$ cat config.mk
export PLATFORM = sky130hd
export DESIGN_NAME = cvt_ctrl_unit
export DESIGN_NICKNAME = d
export VERILOG_FILES = /design/src/rtl/cvt_pkg.sv /design/src/rtl/cvt_prescaler.sv /design/src/rtl/cvt_formatter.sv /design/src/rtl/cvt_sequencer.sv /design/src/rtl/cvt_ctrl_unit.sv
export SDC_FILE = /design/constraint.sdc
export NUM_CORES = 1
export LEC_CHECK = 0
export ABC_AREA = 0
export BUFFER_PORTS_ARGS = -buffer_cell sky130_fd_sc_hd__buf_2
export CAP_MARGIN = 40
export CORE_MARGIN = 8
export CORE_UTILIZATION = 45
export CTS_BUF_LIST = sky130_fd_sc_hd__clkbuf_4
export DETAILED_ROUTE_END_ITERATION = 6
export HOLD_SLACK_MARGIN = 0.1
export PLACE_DENSITY = 0.67
export SETUP_SLACK_MARGIN = 0.3
export SLEW_MARGIN = 10
export SYNTH_ARGS = -nofsm -noshare
export SYNTH_HDL_FRONTEND = slang
export SYNTH_SLANG_ARGS = --single-unit
$ cat constraint.sdc
create_clock -name clk -period 1.8 [get_ports clk]
set_input_delay 0.27 -clock clk [delete_from_list [all_inputs] [get_ports clk]]
set_output_delay 0.27 -clock clk [all_outputs]
set_load 0.005 [all_outputs]
$ cat src/rtl/cvt_pkg.sv
package cvt_pkg;

    typedef enum logic [1:0] {
        ST_IDLE   = 2'd0,
        ST_LAUNCH = 2'd1,
        ST_WAIT   = 2'd2
    } seq_state_t;

    // control byte layout
    localparam int CTL_EN     = 0;
    localparam int CTL_DAC    = 1;
    localparam int CTL_LJ     = 2;
    localparam int CTL_GO     = 3;
    localparam int CTL_FLAG   = 4;
    localparam int CTL_SEL_LO = 5;
    localparam int CLK_SEL_W  = 3;

    localparam logic [1:0] ADDR_CTL = 2'd0;
    localparam logic [1:0] ADDR_LO  = 2'd1;
    localparam logic [1:0] ADDR_HI  = 2'd2;

endpackage

$ cat src/rtl/cvt_prescaler.sv
module cvt_prescaler #(
    parameter int SEL_W   = 3,
    parameter int OSC_DIV = 4
) (
    input  logic             clk,
    input  logic             rst_n,
    input  logic             run,
    input  logic             osc_tick,
    input  logic [SEL_W-1:0] sel,
    output logic             tick
);
    localparam int CNT_W = (1 << SEL_W) - 1;
    localparam int OSC_W = (OSC_DIV > 1) ? $clog2(OSC_DIV) : 1;

    logic [CNT_W-1:0] sys_cnt;
    logic [OSC_W-1:0] osc_cnt;
    logic [CNT_W-1:0] mask;
    logic             osc_wrap;

    assign osc_wrap = (osc_cnt == OSC_W'(OSC_DIV - 1));

    always_ff @(posedge clk) begin
        if (!rst_n || !run) begin
            sys_cnt <= '0;
            osc_cnt <= '0;
        end else begin
            sys_cnt <= sys_cnt + 1'b1;
            if (osc_tick) begin
                osc_cnt <= osc_wrap ? '0 : osc_cnt + 1'b1;
            end
        end
    end

    // one mask bit per divider stage below the selected power of two
    for (genvar g = 0; g < CNT_W; g++) begin : g_mask
        assign mask[g] = (32'(sel) > g);
    end

    always_comb begin
        if (!run) begin
            tick = 1'b0;
        end else if (sel == '0) begin
            tick = osc_tick && osc_wrap;
        end else begin
            tick = ((sys_cnt & mask) == mask);
        end
    end

endmodule

$ cat src/rtl/cvt_formatter.sv
module cvt_formatter #(
    parameter int RAW_W  = 10,
    parameter int WORD_W = 16
) (
    input  logic              left_just,
    input  logic [RAW_W-1:0]  raw,
    input  logic [WORD_W-1:0] dac_word,
    output logic [WORD_W-1:0] adc_word,
    output logic [RAW_W-1:0]  dac_out
);
    localparam int PAD = WORD_W - RAW_W;

    always_comb begin
        if (left_just) begin
            adc_word = {raw, {PAD{1'b0}}};
            dac_out  = dac_word[WORD_W-1 -: RAW_W];
        end else begin
            adc_word = {{PAD{raw[RAW_W-1]}}, raw};
            dac_out  = dac_word[RAW_W-1:0];
        end
    end

endmodule

$ cat src/rtl/cvt_sequencer.sv
module cvt_sequencer
    import cvt_pkg::*;
(
    input  logic clk,
    input  logic rst_n,
    input  logic enable,
    input  logic req,
    input  logic conv_done,
    output logic conv_start,
    output logic busy,
    output logic finish
);
    seq_state_t state_q, state_d;

    always_ff @(posedge clk) begin
        if (!rst_n) begin
            state_q <= ST_IDLE;
        end else begin
            state_q <= state_d;
        end
    end

    always_comb begin
        state_d = state_q;
        unique case (state_q)
            ST_IDLE:   if (enable && req) state_d = ST_LAUNCH;
            ST_LAUNCH: state_d = enable ? ST_WAIT : ST_IDLE;
            ST_WAIT:   if (!enable || conv_done) state_d = ST_IDLE;
            default:   state_d = ST_IDLE;
        endcase
    end

    always_comb begin
        conv_start = (state_q == ST_LAUNCH) && enable;
        busy       = (state_q != ST_IDLE);
        finish     = (state_q == ST_WAIT) && enable && conv_done;
    end

endmodule

$ cat src/rtl/cvt_ctrl_unit.sv
module cvt_ctrl_unit
    import cvt_pkg::*;
#(
    parameter int RAW_W   = 10,
    parameter int OSC_DIV = 4
) (
    input  logic             clk,
    input  logic             rst_n,
    input  logic             bus_wr,
    input  logic [1:0]       bus_addr,
    input  logic [7:0]       bus_wdata,
    output logic [7:0]       bus_rdata,
    input  logic             irq_ack,
    output logic             irq,
    input  logic             hw_trig_mode,
    input  logic             hw_trig,
    input  logic             osc_tick,
    output logic             conv_tick,
    output logic             conv_start,
    output logic             conv_dir_dac,
    input  logic             conv_done,
    input  logic [RAW_W-1:0] conv_raw,
    output logic [RAW_W-1:0] dac_data
);
    localparam int BYTE_W = 8;
    localparam int WORD_W = 2 * BYTE_W;

    logic                 en_q, dac_q, lj_q, flag_q;
    logic [CLK_SEL_W-1:0] sel_q;
    logic [WORD_W-1:0]    data_q;
    logic [WORD_W-1:0]    adc_word;
    logic                 wr_ctl, wr_lo, wr_hi;
    logic                 start_req, seq_busy, seq_finish;
    logic                 unused_flag_wr;

    assign unused_flag_wr = bus_wdata[CTL_FLAG];

    assign wr_ctl = bus_wr && (bus_addr == ADDR_CTL);
    assign wr_lo  = bus_wr && (bus_addr == ADDR_LO);
    assign wr_hi  = bus_wr && (bus_addr == ADDR_HI);

    assign start_req = (!hw_trig_mode && wr_ctl && bus_wdata[CTL_GO])
                     || (hw_trig_mode && hw_trig)
                     || (dac_q && wr_hi);

    always_ff @(posedge clk) begin
        if (!rst_n) begin
            en_q   <= 1'b0;
            dac_q  <= 1'b0;
            lj_q   <= 1'b0;
            sel_q  <= '0;
            flag_q <= 1'b0;
            data_q <= '0;
        end else begin
            if (wr_ctl) begin
                en_q  <= bus_wdata[CTL_EN];
                dac_q <= bus_wdata[CTL_DAC];
                lj_q  <= bus_wdata[CTL_LJ];
                sel_q <= bus_wdata[CTL_SEL_LO +: CLK_SEL_W];
            end
            if (seq_finish) begin
                flag_q <= 1'b1;
            end else if (irq_ack) begin
                flag_q <= 1'b0;
            end
            if (seq_finish && !dac_q) begin
                data_q <= adc_word;
            end else if (dac_q) begin
                if (wr_lo) data_q[BYTE_W-1:0]      <= bus_wdata;
                if (wr_hi) data_q[WORD_W-1:BYTE_W] <= bus_wdata;
            end
        end
    end

    cvt_prescaler #(
        .SEL_W   (CLK_SEL_W),
        .OSC_DIV (OSC_DIV)
    ) u_presc (
        .clk      (clk),
        .rst_n    (rst_n),
        .run      (en_q),
        .osc_tick (osc_tick),
        .sel      (sel_q),
        .tick     (conv_tick)
    );

    cvt_sequencer u_seq (
        .clk        (clk),
        .rst_n      (rst_n),
        .enable     (en_q),
        .req        (start_req),
        .conv_done  (conv_done),
        .conv_start (conv_start),
        .busy       (seq_busy),
        .finish     (seq_finish)
    );

    cvt_formatter #(
        .RAW_W  (RAW_W),
        .WORD_W (WORD_W)
    ) u_fmt (
        .left_just (lj_q),
        .raw       (conv_raw),
        .dac_word  (data_q),
        .adc_word  (adc_word),
        .dac_out   (dac_data)
    );

    always_comb begin
        case (bus_addr)
            ADDR_CTL: bus_rdata = {sel_q, flag_q, seq_busy, lj_q, dac_q, en_q};
            ADDR_LO:  bus_rdata = data_q[BYTE_W-1:0];
            ADDR_HI:  bus_rdata = data_q[WORD_W-1:BYTE_W];
            default:  bus_rdata = '0;
        endcase
    end

    assign irq          = flag_q;
    assign conv_dir_dac = dac_q;

endmodule

Yosys cells after proc, flatten, opt, wreduce, memory -nomap -nowiden
Cells that the tools add are included.
{"block": "classes", "add_sub_neg": 2, "n_lt_le_gt_ge": 7, "eq_ne": 8, "muxes": 16, "bitwise": 1, "n_reduce_logical": 32}
{"cell": "two-way mux 16 bit", "n": 2}
{"cell": "one-hot mux 8 bit (3 select lines)", "n": 1}
{"cell": "two-way mux 8 bit", "n": 2}
{"cell": "two-way mux 15 bit", "n": 1}
{"cell": "logical AND 1 bit", "n": 13}
{"cell": "two-way mux 10 bit", "n": 1}
{"cell": "nonzero test 2 bit", "n": 5}
{"cell": "> comparator 3 bit (second input constant)", "n": 3}
{"cell": "two-way mux 2 bit", "n": 4}
{"cell": "adder 7 x 1 -> 7 bit (second input constant)", "n": 1}
{"cell": "bitwise AND 7 bit", "n": 1}
{"cell": "== test 7 bit", "n": 1}
{"cell": "== test 2 bit (second input constant)", "n": 3}
{"cell": "> comparator 3 x 1 -> 1 bit (second input constant)", "n": 2}
{"cell": "> comparator 3 x 2 -> 1 bit (second input constant)", "n": 2}
{"cell": "one-hot mux 2 bit (3 select lines)", "n": 1}
{"cell": "AND reduction 2 bit", "n": 3}
{"cell": "== test 2 x 1 -> 1 bit (second input constant)", "n": 2}
{"cell": "zero test 1 bit", "n": 4}
{"cell": "zero test 2 bit", "n": 2}
{"cell": "logical OR 1 bit", "n": 4}
{"cell": "two-way mux 1 bit", "n": 4}
{"cell": "inequality test 2 x 1 -> 1 bit (second input constant)", "n": 2}
{"cell": "zero test 3 bit", "n": 1}
{"cell": "adder 2 x 1 -> 2 bit (second input constant)", "n": 1}
{"block": "word_totals", "ff_bits": 34, "inputBits": 28, "out_inout_bits": 22, "word_cells": 76}

Longest topological paths before layout
Gate-level depths: netlist (run 1).
{"block": "depth", "word_depth": 9, "mapped_depth": 6, "depth_no_buf": 5}

Cells and area by module
From an unflattened synthesis (run 1), not the netlist that was laid out.
{"block": "hier_totals", "hier_cells": 230, "area_unflattened_um2": 2059.5}
{"mod": "cvt_ctrl_unit", "n_inst": 1, "cells_each": 144, "area_per_inst_um2": 1191.1, "seq_area_each_um2": 460.4}
{"mod": "cvt_prescaler", "n_inst": 1, "cells_each": 46, "area_per_inst_um2": 409.1, "seq_area_each_um2": 180.2}
{"mod": "cvt_formatter", "n_inst": 1, "cells_each": 29, "area_per_inst_um2": 354.1, "seq_area_each_um2": 0.0}
{"mod": "cvt_sequencer", "n_inst": 1, "cells_each": 11, "area_per_inst_um2": 105.1, "seq_area_each_um2": 40.0}

Least setup slack after synthesis (run 1)
OpenSTA, ideal clock, no wires.
{"block": "synth_timing", "path_kind": "register -> output", "from": "reg lj_q", "to": "out dac_data[1]", "t_arrival_ns": 1.137, "required_time_ns": 1.530, "path_slack_ns": 0.393, "stages_incl_launch_ff": 6, "n_path_buf": 3, "cell_sequence": "dfxtp_1 clkbuf_1 buf_2 clkbuf_1 nand2_1 o21ai_0"}
{"block": "synth_via", "elab_chain_len": 1}
{"element": "from (decl)", "line_no": "cvt_ctrl_unit.sv:28", "source": "logic en_q, dac_q, lj_q, flag_q;"}
{"element": "from (signal assigned)", "line_no": "cvt_ctrl_unit.sv:58", "source": "lj_q <= bus_wdata[CTL_LJ];"}
{"element": "two-way mux 10 bit", "line_no": "cvt_formatter.sv:14", "source": "if (left_just) begin"}
{"element": "to (decl)", "line_no": "cvt_ctrl_unit.sv:23", "source": "output logic [RAW_W-1:0] dac_data"}
Every way passes these cells.

Final worst setup path (run 1)
{"block": "layout_timing", "from": "reg u_presc.osc_cnt[0]", "to": "out conv_tick"}
{"block": "layout_via", "elab_chain_len": 4}
{"element": "from (decl)", "line_no": "cvt_prescaler.sv:16", "source": "logic [OSC_W-1:0] osc_cnt;"}
{"element": "from (signal assigned)", "line_no": "cvt_prescaler.sv:29", "source": "osc_cnt <= osc_wrap ? '0 : osc_cnt + 1'b1;"}
{"element": "== test 2 bit", "line_no": "cvt_prescaler.sv:20", "source": "assign osc_wrap = (osc_cnt == OSC_W'(OSC_DIV - 1));"}
{"element": "logical AND 1 bit", "line_no": "cvt_prescaler.sv:43", "source": "tick = osc_tick && osc_wrap;"}
{"element": "two-way mux 1 bit", "line_no": "cvt_prescaler.sv:42", "source": "end else if (sel == '0) begin"}
{"element": "two-way mux 1 bit", "line_no": "cvt_prescaler.sv:40", "source": "if (!run) begin"}
{"element": "to (decl)", "line_no": "cvt_ctrl_unit.sv:18", "source": "output logic conv_tick,"}
Every way passes these cells.

==> reports/qor.csv, run 1 <==
stage;metric;value;unit
synth;net count after synthesis;262;
power_and_ir_drop;leakage power;0.996;nW
clock_tree;Max H-tree Level;2;
setup_path;crit path capture type;primary output;
routing;number of violations reported at the end of detailed-routing iteration 0;166;
placement;half-perimeter wire length after detailed placement;3980;um
synth;main area contributors after synthesis;dfxtp_1 (36%), mux2i_1 (8.4%), o21ai_0 (7.6%);
synth;number of enable flip-flop cells after synthesis;0;
grt;maximum number of pins on one net before global-route repair;25;
synth;Yosys cell types;36;
setup_path;sum of buffers and inverters on the critical path;1;
synth;largest area contributor in the netlist;dfxtp_1;
synth;Post-Synthesis Cell Area;1900;um2
finish;post-layout util;60.1;%
clock_tree;CTS tree;yes;
timing;Max Slew Vio Count;0;
synth;main combinational cell family by area after synthesis;compound AO/OA/AOI/OAI gates;
grt;grt ovf;0;
routing;First-pass DRT Iterations;4;
timing;setup skew after layout;0.00293;ns
floorplan;die outline height;81.0;um
power_and_ir_drop;post-layout total power;0.00134;W
hold_path;path type of the worst min-delay path;input port to register;
setup_path;cell with the biggest individual delay on the critical path;a2111o_1;
timing;setup TNS;0;ns
synth;total of warnings raised by yosys;0;
synth;share of Yosys cell area claimed by the top area cell type;35.8;%
synth;Mapped Avg Cell Area;8.20;um2
routing;Antenna Violating Nets Remaining;0;
clock_tree;number of hold-repair buffers added at the cts stage;0;
outcome;outcome;completed;
synth;Gate Count Post-Synth;232;
floorplan;die width;81.0;um
synth;post-synthesis async set-or-reset flop share;0;%
finish;commonest cells after routing, fill and taps aside;buf_2 (45), nand2_1 (33), dfxtp_1 (23);
setup_path;path type of the worst setup path;register to primary output;
finish;fraction of layout instances using a drive strength above 1;35.3;%
power_and_ir_drop;power density over the cells;555;nW/um2
setup_path;endpoint required time on the critical path;1.53;ns
timing;final worst-path cycle share;94.7;%
clock_tree;Root Buffer;clkbuf_4;
setup_path;Worst path max stage delay;0.36;ns
routing;detail-routed via count per cell;5.44;
setup_path;family with the most delay on the worst path;compound AO/OA/AOI/OAI gates;
routing;Post-Route WL;5380;um
placement;Placer Congestion;0.813;
grt;first-pass GRT wire length;8490;um
timing;Final setup viols;0;
timing;clock period minus worst slack;1.70;ns
routing;total vias in the final route;1843;
placement;input/output buffers;49;
grt;vias in the first global route;1756;
routing;average wire length per cell after detail routing;15.9;um
grt;global-route total usage across every layer;16.6;%
synth;Seq cells post-synth;34;
timing;Fin. Hold Viols;0;
setup_path;crit-path cells;ha_4 -> a2111o_1 -> nand4_1 -> a21oi_1 -> buf_2;
clock_tree;number of sinks handled by clock tree synthesis;34;
finish;Area Overhead vs Synth;27.2;%
clock_tree;Clock transition at path regs;0.10;ns
finish;commonest non-fill, non-tap cell in the layout;buf_2;
floorplan;number of top-level design ports;50;
timing;maximum clock rate;587;MHz
routing;Residual DRC;0;
setup_path;element type at the critical path start;register;
clock_tree;maximum clock path buffer count;2;
finish;total of fill cells in the finished design;386;
grt;initial antenna violation count;0;
clock_tree;number of buffers created by CTS;5;
floorplan;initial core utilization;47.2;%
synth;simple-gate area share of the yosys netlist;20.4;%
synth;post-synthesis sequential area ratio;35.8;%
clock_tree;clock latency at the later pin of the worst-skew pair;0.33;ns
flow_run;number of max-cap violations;0;
synth;fraction of the mapped netlist area in adder cells;1.31;%
setup_path;critical path fanouts, max;2;
finish;count of nets after finishing;318;
floorplan;die area;6570;um2
synth;XOR/XNOR share of the synthesized area;1.84;%
floorplan;floorplan core area;4030;um2
floorplan;row count;23;
power_and_ir_drop;Max VDD drop;0.000338;V
timing;remaining max-slew budget at the tightest pin;67.7;%
synth;Compound-Gate Fraction of Synth Area;22.6;%
timing;setup repair after global routing missed its margin;true;
synth;flip-flop cell with the highest count after synthesis;dfxtp_1;
synth;multiplexer share of the synthesized area;12.6;%
setup_path;CP arrival;1.43;ns
finish;final antenna diode count;0;
timing;transition time of the tightest slew-check pin;0.484;ns
## layout make-up
class | instances | area [um2] | share of cell area [%]
inverter | 8 | 30.0 | 1.24
timing repair buffer | 64 | 407 | 16.8
clock inverter | 2 | 8.76 | 0.362
multi-input combinational | 175 | 1170 | 48.2
sequential | 34 | 702 | 29.0
tap | 50 | 62.6 | 2.58
clock buffer | 6 | 45.0 | 1.86
## cells by family (layout without fill, tap and decap cells)
logic type / after synthesis / after routing
AOI/OAI and AO/OA: 68 / 68
xor gates and xnor gates: 4 / 4
adders and majority gates: 2 / 2
buffers and inverters: 23 / 80
DFF: 34 / 34
muxes: 23 / 23
and+or+nand+nor: 78 / 78
## path summary, 6_finish.rpt
kind,from,endpoint,slack (ns),cells past startpoint
min,bus_wdata[1],data_q[9],0.21,3
min reg2reg,data_q[0],data_q[0],0.48,2
max,u_presc.osc_cnt[0],conv_tick,0.1,5
max reg2reg,u_seq.state_q[0],data_q[2],0.38,5
## cell usage after synthesis, types with 2 or more instances
cell and instances:
dfxtp_1 34, nand2_1 33, o21ai_0 29, mux2i_1 16, nor2b_1 14, nor2_1 13, a21oi_1 8, a31oi_1 8
inv_1 8, a21o_1 7, buf_2 7, mux2_2 7, a21oi_2 6, clkbuf_1 6, o221ai_1 6, nand3_1 3
a21boi_0 2, ha_1 2, nand2b_1 2, nand3b_1 2, nand4b_1 2, xnor2_1 2, xor2_1 2
## report_power, final
part	switching, W	internal, W	total, W
clock network	0.000247	0.000162	0.000409
logic	0.0000875	0.0000833	0.000171
registers	0.00000902	0.000756	0.000765
total	0.000344	0.00100	0.00134
## metal layers
layer	track usage (%)	vias up	wire length, um
li1	-	933	-
met1	21.1	854	2480
met2	26.5	48	2510
met3	4.53	8	336
met4	5.36	0	58
met5	0	-	0
## repair_timing
item,4_1_cts,5_1_grt
buffers inserted,4,1
endpoints found under the setup margin,9,19
pin swaps,2,1
gates cloned,1,0
resized for setup,18,26
## registers in the layout, indices dropped and copies added, names as in the netlist
signal,count
u_presc.osc_cnt,2
sel_q,3
u_seq.state_q,2
u_presc.sys_cnt,7
en_q,1
irq,1
data_q,16
lj_q,1
conv_dir_dac,1
## through the flow
step	hold WS, ns	instances	cell area (um2)	setup WS (ns)
2_1_floorplan	0.408	232	1900	0.393
6_report	0.209	339	2420	0.0951
5_1_grt	0.192	339	2420	0.0251
3_3_place_gp	0.458	325	2200	0.311
3_5_place_dp	0.462	325	2200	0.270
4_1_cts	0.206	338	2360	0.0875
## worst reg2reg max path: stages (launching register included)
cell	delay [ns]
dfxtp_4	0.38
nand4b_1	0.18
or2_0	0.26
buf_4	0.23
o221ai_1	0.22
a21oi_2	0.04
(Power assumes the default switching activity.)
==> run 2: changes to the inputs <==
Settings changed: CORE_UTILIZATION 45 to 50, CTS_BUF_LIST sky130_fd_sc_hd__clkbuf_4 to sky130_fd_sc_hd__clkbuf_8, PLACE_DENSITY 0.67 to 0.73.
==> reports/qor.csv, run 2 (same netlist as run 1, synthesis figures left out) <==
stage;metric;value;unit;change
outcome;outcome;completed;;unchanged
finish;fraction of layout instances using a drive strength above 1;35.8;%;was 35.3%
routing;Antenna Violating Nets Remaining;0;;unchanged
floorplan;die outline height;77.7;um;was 81.0 um
timing;setup repair after global routing missed its margin;true;;unchanged
floorplan;row count;22;;was 23
finish;count of nets after finishing;322;;was 318
routing;Post-Route WL;5460;um;was 5380 um
setup_path;family with the most delay on the worst path;compound AO/OA/AOI/OAI gates;;unchanged
setup_path;cell with the biggest individual delay on the critical path;a2111o_1;;unchanged
clock_tree;CTS tree;yes;;unchanged
floorplan;initial core utilization;52.0;%;was 47.2%
timing;remaining max-slew budget at the tightest pin;75.6;%;was 67.7%
clock_tree;number of sinks handled by clock tree synthesis;34;;unchanged
placement;input/output buffers;49;;unchanged
clock_tree;clock latency at the later pin of the worst-skew pair;0.28;ns;was 0.33 ns
finish;flip-flop count of the largest register after layout;16;;unchanged
grt;maximum number of pins on one net before global-route repair;24;;was 25
clock_tree;Root Buffer;clkbuf_8;;was clkbuf_4
grt;Most Crowded Layer GR;met2;;unchanged
power_and_ir_drop;power density over the cells;616;nW/um2;was 555 nW/um2
grt;first-pass GRT wire length;9040;um;was 8490 um
routing;Residual DRC;0;;unchanged
floorplan;number of top-level design ports;50;;unchanged
grt;met2 routing resource usage after global routing;28.2;%;was 26.5%
setup_path;CP arrival;1.38;ns;was 1.43 ns
timing;Final setup viols;0;;unchanged
timing;final worst-path cycle share;91.7;%;was 94.7%
setup_path;crit path capture type;primary output;;unchanged
hold_path;Worst Hold Endpoint;irq;;was data_q[9]
placement;Placer Congestion;0.885;;was 0.813
hold_path;hold path start;irq_ack;;was bus_wdata[1]
placement;half-perimeter wire length after detailed placement;4030;um;was 3980 um
hold_path;path type of the worst min-delay path;input port to register;;unchanged
setup_path;destination of the worst register-to-register timing path;data_q[15];;was data_q[2]
timing;setup skew after layout;0.00417;ns;was 0.00293 ns
flow_run;number of max-cap violations;0;;unchanged
timing;setup TNS;0;ns;unchanged
setup_path;endpoint required time on the critical path;1.53;ns;about the same
power_and_ir_drop;leakage power;1.03;nW;was 0.996 nW
power_and_ir_drop;post-layout total power;0.00151;W;was 0.00134 W
setup_path;critical path fanouts, max;2;;unchanged
grt;met3 layer usage reported by global route;6.34;%;was 4.53%
routing;detail-routed via count per cell;5.57;;was 5.44
timing;Fin. Hold Viols;0;;unchanged
power_and_ir_drop;Max VDD drop;0.000444;V;was 0.000338 V
setup_path;R2R cell count;5;;unchanged
clock_tree;number of buffers created by CTS;5;;unchanged
setup_path;element type at the critical path start;register;;unchanged
grt;initial antenna violation count;0;;unchanged
setup_path;crit-path cells;ha_2 -> a2111o_1 -> nand4_1 -> a21oi_1 -> buf_2;;was ha_4 -> a2111o_1 -> nand4_1 -> a21oi_1 -> buf_2
grt;global-route track usage on met1;22.9;%;was 21.1%
routing;First-pass DRT Iterations;4;;unchanged
timing;transition time of the tightest slew-check pin;0.366;ns;was 0.484 ns
finish;commonest cells after routing, fill and taps aside;buf_2 (45), nand2_1 (32), dfxtp_1 (25);;was buf_2 (45), nand2_1 (33), dfxtp_1 (23)
clock_tree;Clock transition at path regs;0.07;ns;was 0.10 ns
timing;Max Slew Vio Count;0;;unchanged
grt;grt ovf;0;;unchanged
floorplan;die width;77.7;um;was 81.0 um
grt;vias in the first global route;1856;;was 1,756
routing;average wire length per cell after detail routing;16.0;um;was 15.9 um
floorplan;floorplan core area;3660;um2;was 4030 um2
clock_tree;Max H-tree Level;2;;unchanged
setup_path;worst reg2reg path startpoint;u_seq.state_q[0];;unchanged
routing;total vias in the final route;1901;;was 1,843
routing;number of violations reported at the end of detailed-routing iteration 0;154;;was 166
timing;maximum clock rate;606;MHz;was 587 MHz
setup_path;sum of buffers and inverters on the critical path;1;;unchanged
hold_path;worst hold path cell count;3;;unchanged
setup_path;Worst path max stage delay;0.35;ns;was 0.36 ns
finish;Area Overhead vs Synth;28.6;%;was 27.2%
grt;global-route total usage across every layer;18.3;%;was 16.6%
floorplan;die area;6040;um2;was 6570 um2
setup_path;flop-to-flop setup slack;0.42;ns;was 0.38 ns
timing;clock period minus worst slack;1.65;ns;was 1.70 ns
finish;commonest non-fill, non-tap cell in the layout;buf_2;;unchanged
setup_path;path type of the worst setup path;register to primary output;;unchanged
finish;leading registers by flop count;data_q: 16 flops, u_presc.sys_cnt: 7 flops, sel_q: 3 flops;;unchanged
finish;final antenna diode count;0;;unchanged
clock_tree;maximum clock path buffer count;2;;unchanged
finish;register with the most flip-flops;data_q;;unchanged
## run 2: changes by cell type in the layout (fill, tap and decap cells not counted), sizes merged
cell    delta
buf        +4
clkinv     -1
inv        +1
## run 2: worst max path at each step
| stage | from | end | slack, ns | cells past startpoint |
|---|---|---|---|---|
| finish | u_presc.osc_cnt[1] | conv_tick | 0.15 | 5 |
| global route | u_presc.osc_cnt[1] | conv_tick | 0.07 | 5 |
| CTS | u_presc.osc_cnt[1] | conv_tick | 0.14 | 5 |
| detailed placement | bus_addr[0] | bus_rdata[4] | 0.34 | 6 |
| global placement | bus_addr[0] | bus_rdata[2] | 0.33 | 6 |
| floorplan | lj_q | dac_data[1] | 0.39 | 5 |
## run 2: layer usage
metal / vias to the layer above / wire length [um]
met2: 74 / 2490
met4: 0 / 58
met3: 7 / 468
met1: 884 / 2440
li1: 936 / -
met5: - / 0
## run 2: what timing repair did
item / in CTS / in global routing
gates resized for setup: 6 / 29
setup endpoints to repair: 6 / 30
hold buffers: 0 / 0
gates cloned: 1 / 0
pin swaps: 3 / 1
setup buffers: 5 / 2
## run 2: layout make-up
cell class | count | area (um2)
Fill cell | 320 | 1210
Tap cell | 48 | 60.1
Inverter | 8 | 30.0
Clock buffer | 6 | 82.6
Sequential cell | 34 | 692
Timing Repair Buffer | 68 | 428
Clock inverter | 2 | 8.76
Multi-Input combinational cell | 175 | 1150
## run 2: power by group
group          switching (W)  total [W]  internal, W
logic              0.0000879   0.000172    0.0000839
clock network       0.000266   0.000569     0.000303
registers         0.00000807   0.000768     0.000760
## run 2: tightest hold or removal path, cell delays in order
cell and delay [ns]:
buf_2 0.07, nand2b_1 0.09, a21boi_0 0.07
## run 2: per-stage QoR
step,util [%],hold WS [ns],cells,worst slack [ns],instance area (um2)
2_1_floorplan,-,0.408,232,0.393,1900
3_3_place_gp,60.5,0.459,325,0.331,2210
3_5_place_dp,60.5,0.466,325,0.336,2210
4_1_cts,64.5,0.265,339,0.137,2360
5_1_grt,66.8,0.267,341,0.0705,2450
6_report,66.8,0.271,341,0.149,2450
